[src/rtl/aot_pkg.sv]
package aot_pkg;

    localparam int STEP_W = 4;

    typedef enum logic [2:0] {
        ST_OFF  = 3'd0,
        ST_WAIT = 3'd1,
        ST_UP   = 3'd2,
        ST_DOWN = 3'd3,
        ST_LOAD = 3'd4
    } trk_state_e;

    // Step size selected by the input-range code
    function automatic logic [STEP_W-1:0] step_for_range(input logic [1:0] rng);
        logic [STEP_W-1:0] s;
        unique case (rng)
            2'b00:   s = 4'd4;
            2'b01:   s = 4'd1;
            2'b10:   s = 4'd2;
            default: s = 4'd8;
        endcase
        return s;
    endfunction

endpackage

[src/rtl/aot_trip_detect.sv]
module aot_trip_detect #(
    parameter int AVG_W = 16
) (
    input  logic [AVG_W-1:0] avg_in,
    output logic             trip_hi,
    output logic             trip_lo
);

    localparam logic [AVG_W-1:0] LOW_TRIP  = {2'b01, {(AVG_W-2){1'b0}}};
    localparam logic [AVG_W-1:0] HIGH_TRIP = {2'b11, {(AVG_W-2){1'b0}}};

    always_comb begin
        trip_hi = (avg_in > HIGH_TRIP);
        trip_lo = (avg_in < LOW_TRIP);
    end

    always_comb begin
        assert (!(trip_hi && trip_lo))
            else $error("p_trip_exclusive_r9: both trip points seen at once");
    end

endmodule

[src/rtl/aot_ctrl_fsm.sv]
module aot_ctrl_fsm
    import aot_pkg::*;
(
    input  logic       clk,
    input  logic       rst_n,
    input  logic       host_wr,
    input  logic       active,
    input  logic       avg_valid,
    input  logic       trip_hi,
    input  logic       trip_lo,
    input  logic       at_max,
    input  logic       at_min,
    output trk_state_e state_next,
    output trk_state_e state_q,
    output logic       adj_evt
);

    // Next-state selection, in priority order
    always_comb begin
        if (host_wr)
            state_next = ST_LOAD;
        else if (!active)
            state_next = ST_OFF;
        else if (avg_valid && trip_hi && !at_max)
            state_next = ST_UP;
        else if (avg_valid && trip_lo && !at_min)
            state_next = ST_DOWN;
        else
            state_next = ST_WAIT;
    end

    // State register
    always_ff @(posedge clk) begin
        if (!rst_n)
            state_q <= ST_OFF;
        else
            state_q <= state_next;
    end

    // Outputs
    always_comb begin
        unique case (state_q)
            ST_UP, ST_DOWN:           adj_evt = 1'b1;
            ST_OFF, ST_WAIT, ST_LOAD: adj_evt = 1'b0;
            default:                  adj_evt = 1'b0;
        endcase
    end

    p_evt_needs_strobe_r9: assert property (@(posedge clk) disable iff (!rst_n)
        adj_evt |-> $past(avg_valid));

    p_load_no_evt_r8: assert property (@(posedge clk) disable iff (!rst_n)
        host_wr |=> !adj_evt);

endmodule

[src/rtl/aot_code_reg.sv]
module aot_code_reg
    import aot_pkg::*;
#(
    parameter int DAC_W = 6
) (
    input  logic              clk,
    input  logic              rst_n,
    input  trk_state_e        state_next,
    input  logic [DAC_W-1:0]  host_val,
    input  logic [STEP_W-1:0] step,
    output logic [DAC_W-1:0]  code_q,
    output logic              at_max,
    output logic              at_min
);

    localparam logic [DAC_W-1:0] CODE_MAX = {DAC_W{1'b1}};
    localparam int SUM_W = DAC_W + 1;

    logic [SUM_W-1:0] step_ext;
    logic [SUM_W-1:0] sum_up;
    logic [DAC_W-1:0] code_up;
    logic [DAC_W-1:0] code_dn;

    always_comb begin
        step_ext = {{(SUM_W-STEP_W){1'b0}}, step};
        sum_up   = {1'b0, code_q} + step_ext;
        code_up  = (sum_up > {1'b0, CODE_MAX}) ? CODE_MAX : sum_up[DAC_W-1:0];
        code_dn  = ({1'b0, code_q} < step_ext) ? '0 : (code_q - step_ext[DAC_W-1:0]);
        at_max   = (code_q == CODE_MAX);
        at_min   = (code_q == '0);
    end

    always_ff @(posedge clk) begin
        if (!rst_n) begin
            code_q <= '0;
        end else begin
            unique case (state_next)
                ST_UP:   code_q <= code_up;
                ST_DOWN: code_q <= code_dn;
                ST_LOAD: code_q <= host_val;
                default: code_q <= code_q;
            endcase
        end
    end

    p_host_load_r8: assert property (@(posedge clk) disable iff (!rst_n)
        (state_next == ST_LOAD) |=> (code_q == $past(host_val)));

endmodule

[src/rtl/auto_offset_tracker.sv]
module auto_offset_tracker
    import aot_pkg::*;
#(
    parameter int AVG_W = 16,
    parameter int DAC_W = 6
) (
    input  logic             clk,
    input  logic             rst_n,
    input  logic [AVG_W-1:0] avg_in,
    input  logic             avg_valid,
    input  logic [1:0]       range_sel,
    input  logic             thr_fixed,
    input  logic             auto_en,
    input  logic             dac_en,
    input  logic             host_wr,
    input  logic [DAC_W-1:0] host_val,
    output logic [DAC_W-1:0] dac_code,
    output logic             adj_evt
);

    localparam int MAX_STEP = 8;

    logic              trip_hi;
    logic              trip_lo;
    logic              at_max;
    logic              at_min;
    logic              active;
    logic [STEP_W-1:0] step;
    logic [DAC_W-1:0]  code_q;
    trk_state_e        state_next;
    trk_state_e        state_q;

    always_comb begin
        active = auto_en && !thr_fixed && dac_en;
        step   = step_for_range(range_sel);
    end

    aot_trip_detect #(.AVG_W(AVG_W)) u_trip (
        .avg_in (avg_in),
        .trip_hi(trip_hi),
        .trip_lo(trip_lo)
    );

    aot_ctrl_fsm u_fsm (
        .clk       (clk),
        .rst_n     (rst_n),
        .host_wr   (host_wr),
        .active    (active),
        .avg_valid (avg_valid),
        .trip_hi   (trip_hi),
        .trip_lo   (trip_lo),
        .at_max    (at_max),
        .at_min    (at_min),
        .state_next(state_next),
        .state_q   (state_q),
        .adj_evt   (adj_evt)
    );

    aot_code_reg #(.DAC_W(DAC_W)) u_code (
        .clk       (clk),
        .rst_n     (rst_n),
        .state_next(state_next),
        .host_val  (host_val),
        .step      (step),
        .code_q    (code_q),
        .at_max    (at_max),
        .at_min    (at_min)
    );

    assign dac_code = dac_en ? code_q : '0;

    p_quiet_no_strobe_r9: assert property (@(posedge clk) disable iff (!rst_n)
        (!avg_valid && !host_wr) |=> $stable(code_q));

    p_fixed_mode_hold_r6: assert property (@(posedge clk) disable iff (!rst_n)
        ((thr_fixed || !auto_en) && !host_wr) |=> $stable(code_q));

    p_disabled_frozen_r7: assert property (@(posedge clk) disable iff (!rst_n)
        (!dac_en && !host_wr) |=> $stable(code_q));

    p_evt_real_change_r5: assert property (@(posedge clk) disable iff (!rst_n)
        adj_evt |-> (code_q != $past(code_q)));

    p_up_no_wrap_r2: assert property (@(posedge clk) disable iff (!rst_n)
        (state_q == ST_UP) |-> (code_q > $past(code_q)));

    p_down_no_wrap_r3: assert property (@(posedge clk) disable iff (!rst_n)
        (state_q == ST_DOWN) |-> (code_q < $past(code_q)));

    p_step_bound_r4: assert property (@(posedge clk) disable iff (!rst_n)
        (state_q == ST_UP) |-> ((code_q - $past(code_q)) <= DAC_W'(MAX_STEP)));

endmodule

[config.mk]
export PLATFORM = sky130hd
export DESIGN_NAME = auto_offset_tracker
export DESIGN_NICKNAME = d
export VERILOG_FILES = /design/src/rtl/aot_pkg.sv /design/src/rtl/aot_trip_detect.sv /design/src/rtl/aot_ctrl_fsm.sv /design/src/rtl/aot_code_reg.sv /design/src/rtl/auto_offset_tracker.sv
export SDC_FILE = /design/constraint.sdc
export NUM_CORES = 1
export LEC_CHECK = 0
export BUFFER_PORTS_ARGS = -buffer_cell sky130_fd_sc_hd__buf_2
export CORE_MARGIN = 5
export CORE_UTILIZATION = 44
export CTS_CLUSTER_DIAMETER = 200
export DETAILED_ROUTE_END_ITERATION = 10
export HOLD_SLACK_MARGIN = 0.12
export PLACE_DENSITY = 0.76
export SETUP_SLACK_MARGIN = 0.1
export SYNTH_ARGS = -nofsm -noshare
export SYNTH_HDL_FRONTEND = slang
export SYNTH_SLANG_ARGS = --single-unit
[constraint.sdc]
create_clock -name clk -period 2.3 [get_ports clk]
set_clock_uncertainty 0.1 [all_clocks]
set_input_delay 0.46 -clock clk [delete_from_list [all_inputs] [get_ports clk]]
set_output_delay 0.46 -clock clk [all_outputs]
set_load 0.02 [all_outputs]
==> impl_results.md <==
- Area growth syn-to-layout: 31.6%
- Most common cell after layout, fill and taps aside: buf_2
- # fillers: 204
- Worst path max stage delay: 0.52 ns
- Outcome: finished clean
- Clock Tree Root: clkbuf_4
- Leak Pwr: 0.628 nW
- M3 GR Usage: 5.35%
- Critical path class: in2reg
- Ys flop type: dfxtp_1
- Port Buffers: 37
- Endpoints failing hold: 0
- Syn_nets: 169
- RSZ-0062 raised after global routing: yes
- Post-DR vias/cell: 6.07
- RePlAce Congestion: 1.00
- CP cell instances: buf_2, nor2b_1, ha_1, fa_2, or4_1, o211ai_1, a21oi_1
- Synth warnings: 0
- Die height: 57.8 um
- Busiest grt layer: met2
- Setup Slack @ Placement: -0.113 ns
- Cts hold-fix bufs: 0
- Initial antenna violation count: 0
- # nets final: 215
- Synth Register Bits: 8
- Hold Crit Class: in2reg
- Least-Margin Pin Slew: 0.486 ns
- Fin Hold WS: 0.334 ns
- Starting Density: 45.9%
- End of the worst register-to-register path: u_code.code_q[0]
- Bufs and invs on worst path: 1
- Post-DR wirelength/cell: 15.7 um
- Ant diodes: 0
- Num CTS Buffers: 3
- Crit path max-delay cell type: or4_1
- Setup crit end kind: flop
- Mapped Cells: 128
- Max transition margin: 67.5%
- Cell depth of the worst flop-to-flop path: 8
- Die Area: 3340 um^2
- Vias in the first global route: 1085
- Post-route cell area: 1320 um^2
- F_max: 468 MHz
- Critical path depth in cells: 7
- First-pass GRT wire length: 4.95 mm
- PD cells: 348 nW/um^2
- Max-Cap Viols: 0
- H-tree depth: 1
- Core Region: 2190 um^2
- Setup Fix Bufs, Post-CTS: 0
- CP arrival: 2.18 ns
- Hpwl dp: 2.63 mm
- Clock Sinks: 8
- Clock Pin Slew Worst Setup and Hold Paths: 0.05 ns
- M2 GR Usage: 30.8%
- Fin. max-slew vios: 0
- Boundary pin count: 38
- CP Capture Point: u_code.code_q[1]
- Vias: 1214
- GRT overflow: 0
- Drt initial violations: 46
- Cell area after synthesis: 1010 um^2
- Syn Area/Cell: 7.86 um^2
- VDD IR max: 0.000380 V
- Final setup vio count: 0
- Reg-to-reg setup timing slack: 0.19 ns
- Met1 GRT Util: 23.8%
- Crit Path Max Fanout: 4
- Fin util: 60.4%
- Core Rows: 17
- Synth cell types: 49
- WL final: 3.14 mm
- Antenna-violating nets left: 0
- Number of synthesized flops with an enable pin: 0
- Share of cells above drive strength 1: 39.5%
- Die W: 57.8 um
- Worst-case clock buffer depth: 2
- Top Family by Delay on Critical Path: simple AND/OR/NAND/NOR gates
- Reg2reg start: u_code.code_q[0]
- Number of remaining DRC errors: 0
- First element of the critical path: range_sel[0]
- Total track usage: 19.2%
- Placed inst area: 1280 um^2
- Tmin final: 2.14 ns
- Largest net degree at the start of global routing: 11
- Most frequent cells in the layout: buf_2 (37), inv_1 (11), nand2_1 (8), buf_4 (8)
- Skew-Pair Late Insertion Delay: 0.26 ns
- Sequential-to-total area share from yosys stat: 15.9%
- CTS tree: built
- DR pass1 iterations: 5
- Fin worst setup slack: 0.165 ns
- Async SR Flop Fraction: 0%
- Final critical-path share of the clock period: 92.8%
- Worst Path Required: 2.34 ns
- Startpoint types: input port
[power by group]
part           internal, mW  total, mW  leakage [nW]  switching [mW]
logic                0.0949      0.192         0.547          0.0972
clock network        0.0599      0.110        0.0138          0.0502
registers             0.147      0.159        0.0669          0.0120
[sequential cells by signal, indices dropped and copies added, names as in the netlist]
name	cells
u_fsm.state_q	2
u_code.code_q	6
[synthesized netlist by cell type, types with 4 or more instances]
cell type / number / share of area (%)
inv_1: 11 / 4.1
dfxtp_1: 8 / 16
ha_1: 8 / 10
nand2_1: 8 / 3.0
and2_1: 7 / 4.4
a21oi_1: 6 / 3.0
nand3_1: 6 / 3.0
nand2b_1: 4 / 2.5
nor2_1: 4 / 1.5
nor3_1: 4 / 2.0
o211ai_1: 4 / 3.0
or2_2: 4 / 2.5
[worst min path at each step]
stage	slack (ns)	start	cells past startpoint	end
floorplan	0.48	rst_n	1	u_fsm.state_q[1]
global placement	0.56	u_code.code_q[4]	3	u_code.code_q[4]
detailed placement	0.56	u_code.code_q[4]	3	u_code.code_q[4]
CTS	0.33	host_val[2]	3	u_code.code_q[2]
global route	0.33	host_val[2]	3	u_code.code_q[2]
finish	0.33	host_val[2]	3	u_code.code_q[2]
[cell type report]
class	count	area [um^2]	area share, %
Sequential cell	8	164	12.4
Clock buffer	3	22.5	1.70
Tap cell	28	35.0	2.65
Inverter	11	41.3	3.12
Timing Repair Buffer	45	245	18.5
Multi-Input combinational cell	105	816	61.6
[tightest hold or removal path, cell delays in order]
cell,delay [ns]
buf_2,0.07
nand3_1,0.06
o21ai_1,0.06
[cell families after synthesis]
kind of cell	after synthesis	synth area share, %
xor+xnor	2	1.74
buf+inv	15	5.72
flops	8	15.9
fa+ha+maj	10	13.9
simple gates	58	35.6
compound gates	35	27.1
[per-layer routing]
metal | wire, um | up-vias
met1 | 1180 | 548
met3 | 425 | 10
li1 | - | 564
met2 | 1450 | 92
met5 | 0 | -
met4 | 77 | 0
[what timing repair did]
| action | CTS | global route |
|---|---|---|
| endpoints found under the hold margin | 0 | 0 |
| endpoints found under the setup margin | 0 | 6 |
| resized for setup | 0 | 7 |
[metrics by stage]
stage	setup TNS (ns)	std cells	total power, mW
2_1_floorplan	0	128	0.268
3_3_place_gp	-0.288	197	0.342
3_5_place_dp	-0.528	197	0.347
4_1_cts	0	200	0.457
5_1_grt	0	200	0.495
6_report	0	200	0.461
(Power assumes the default switching activity.)
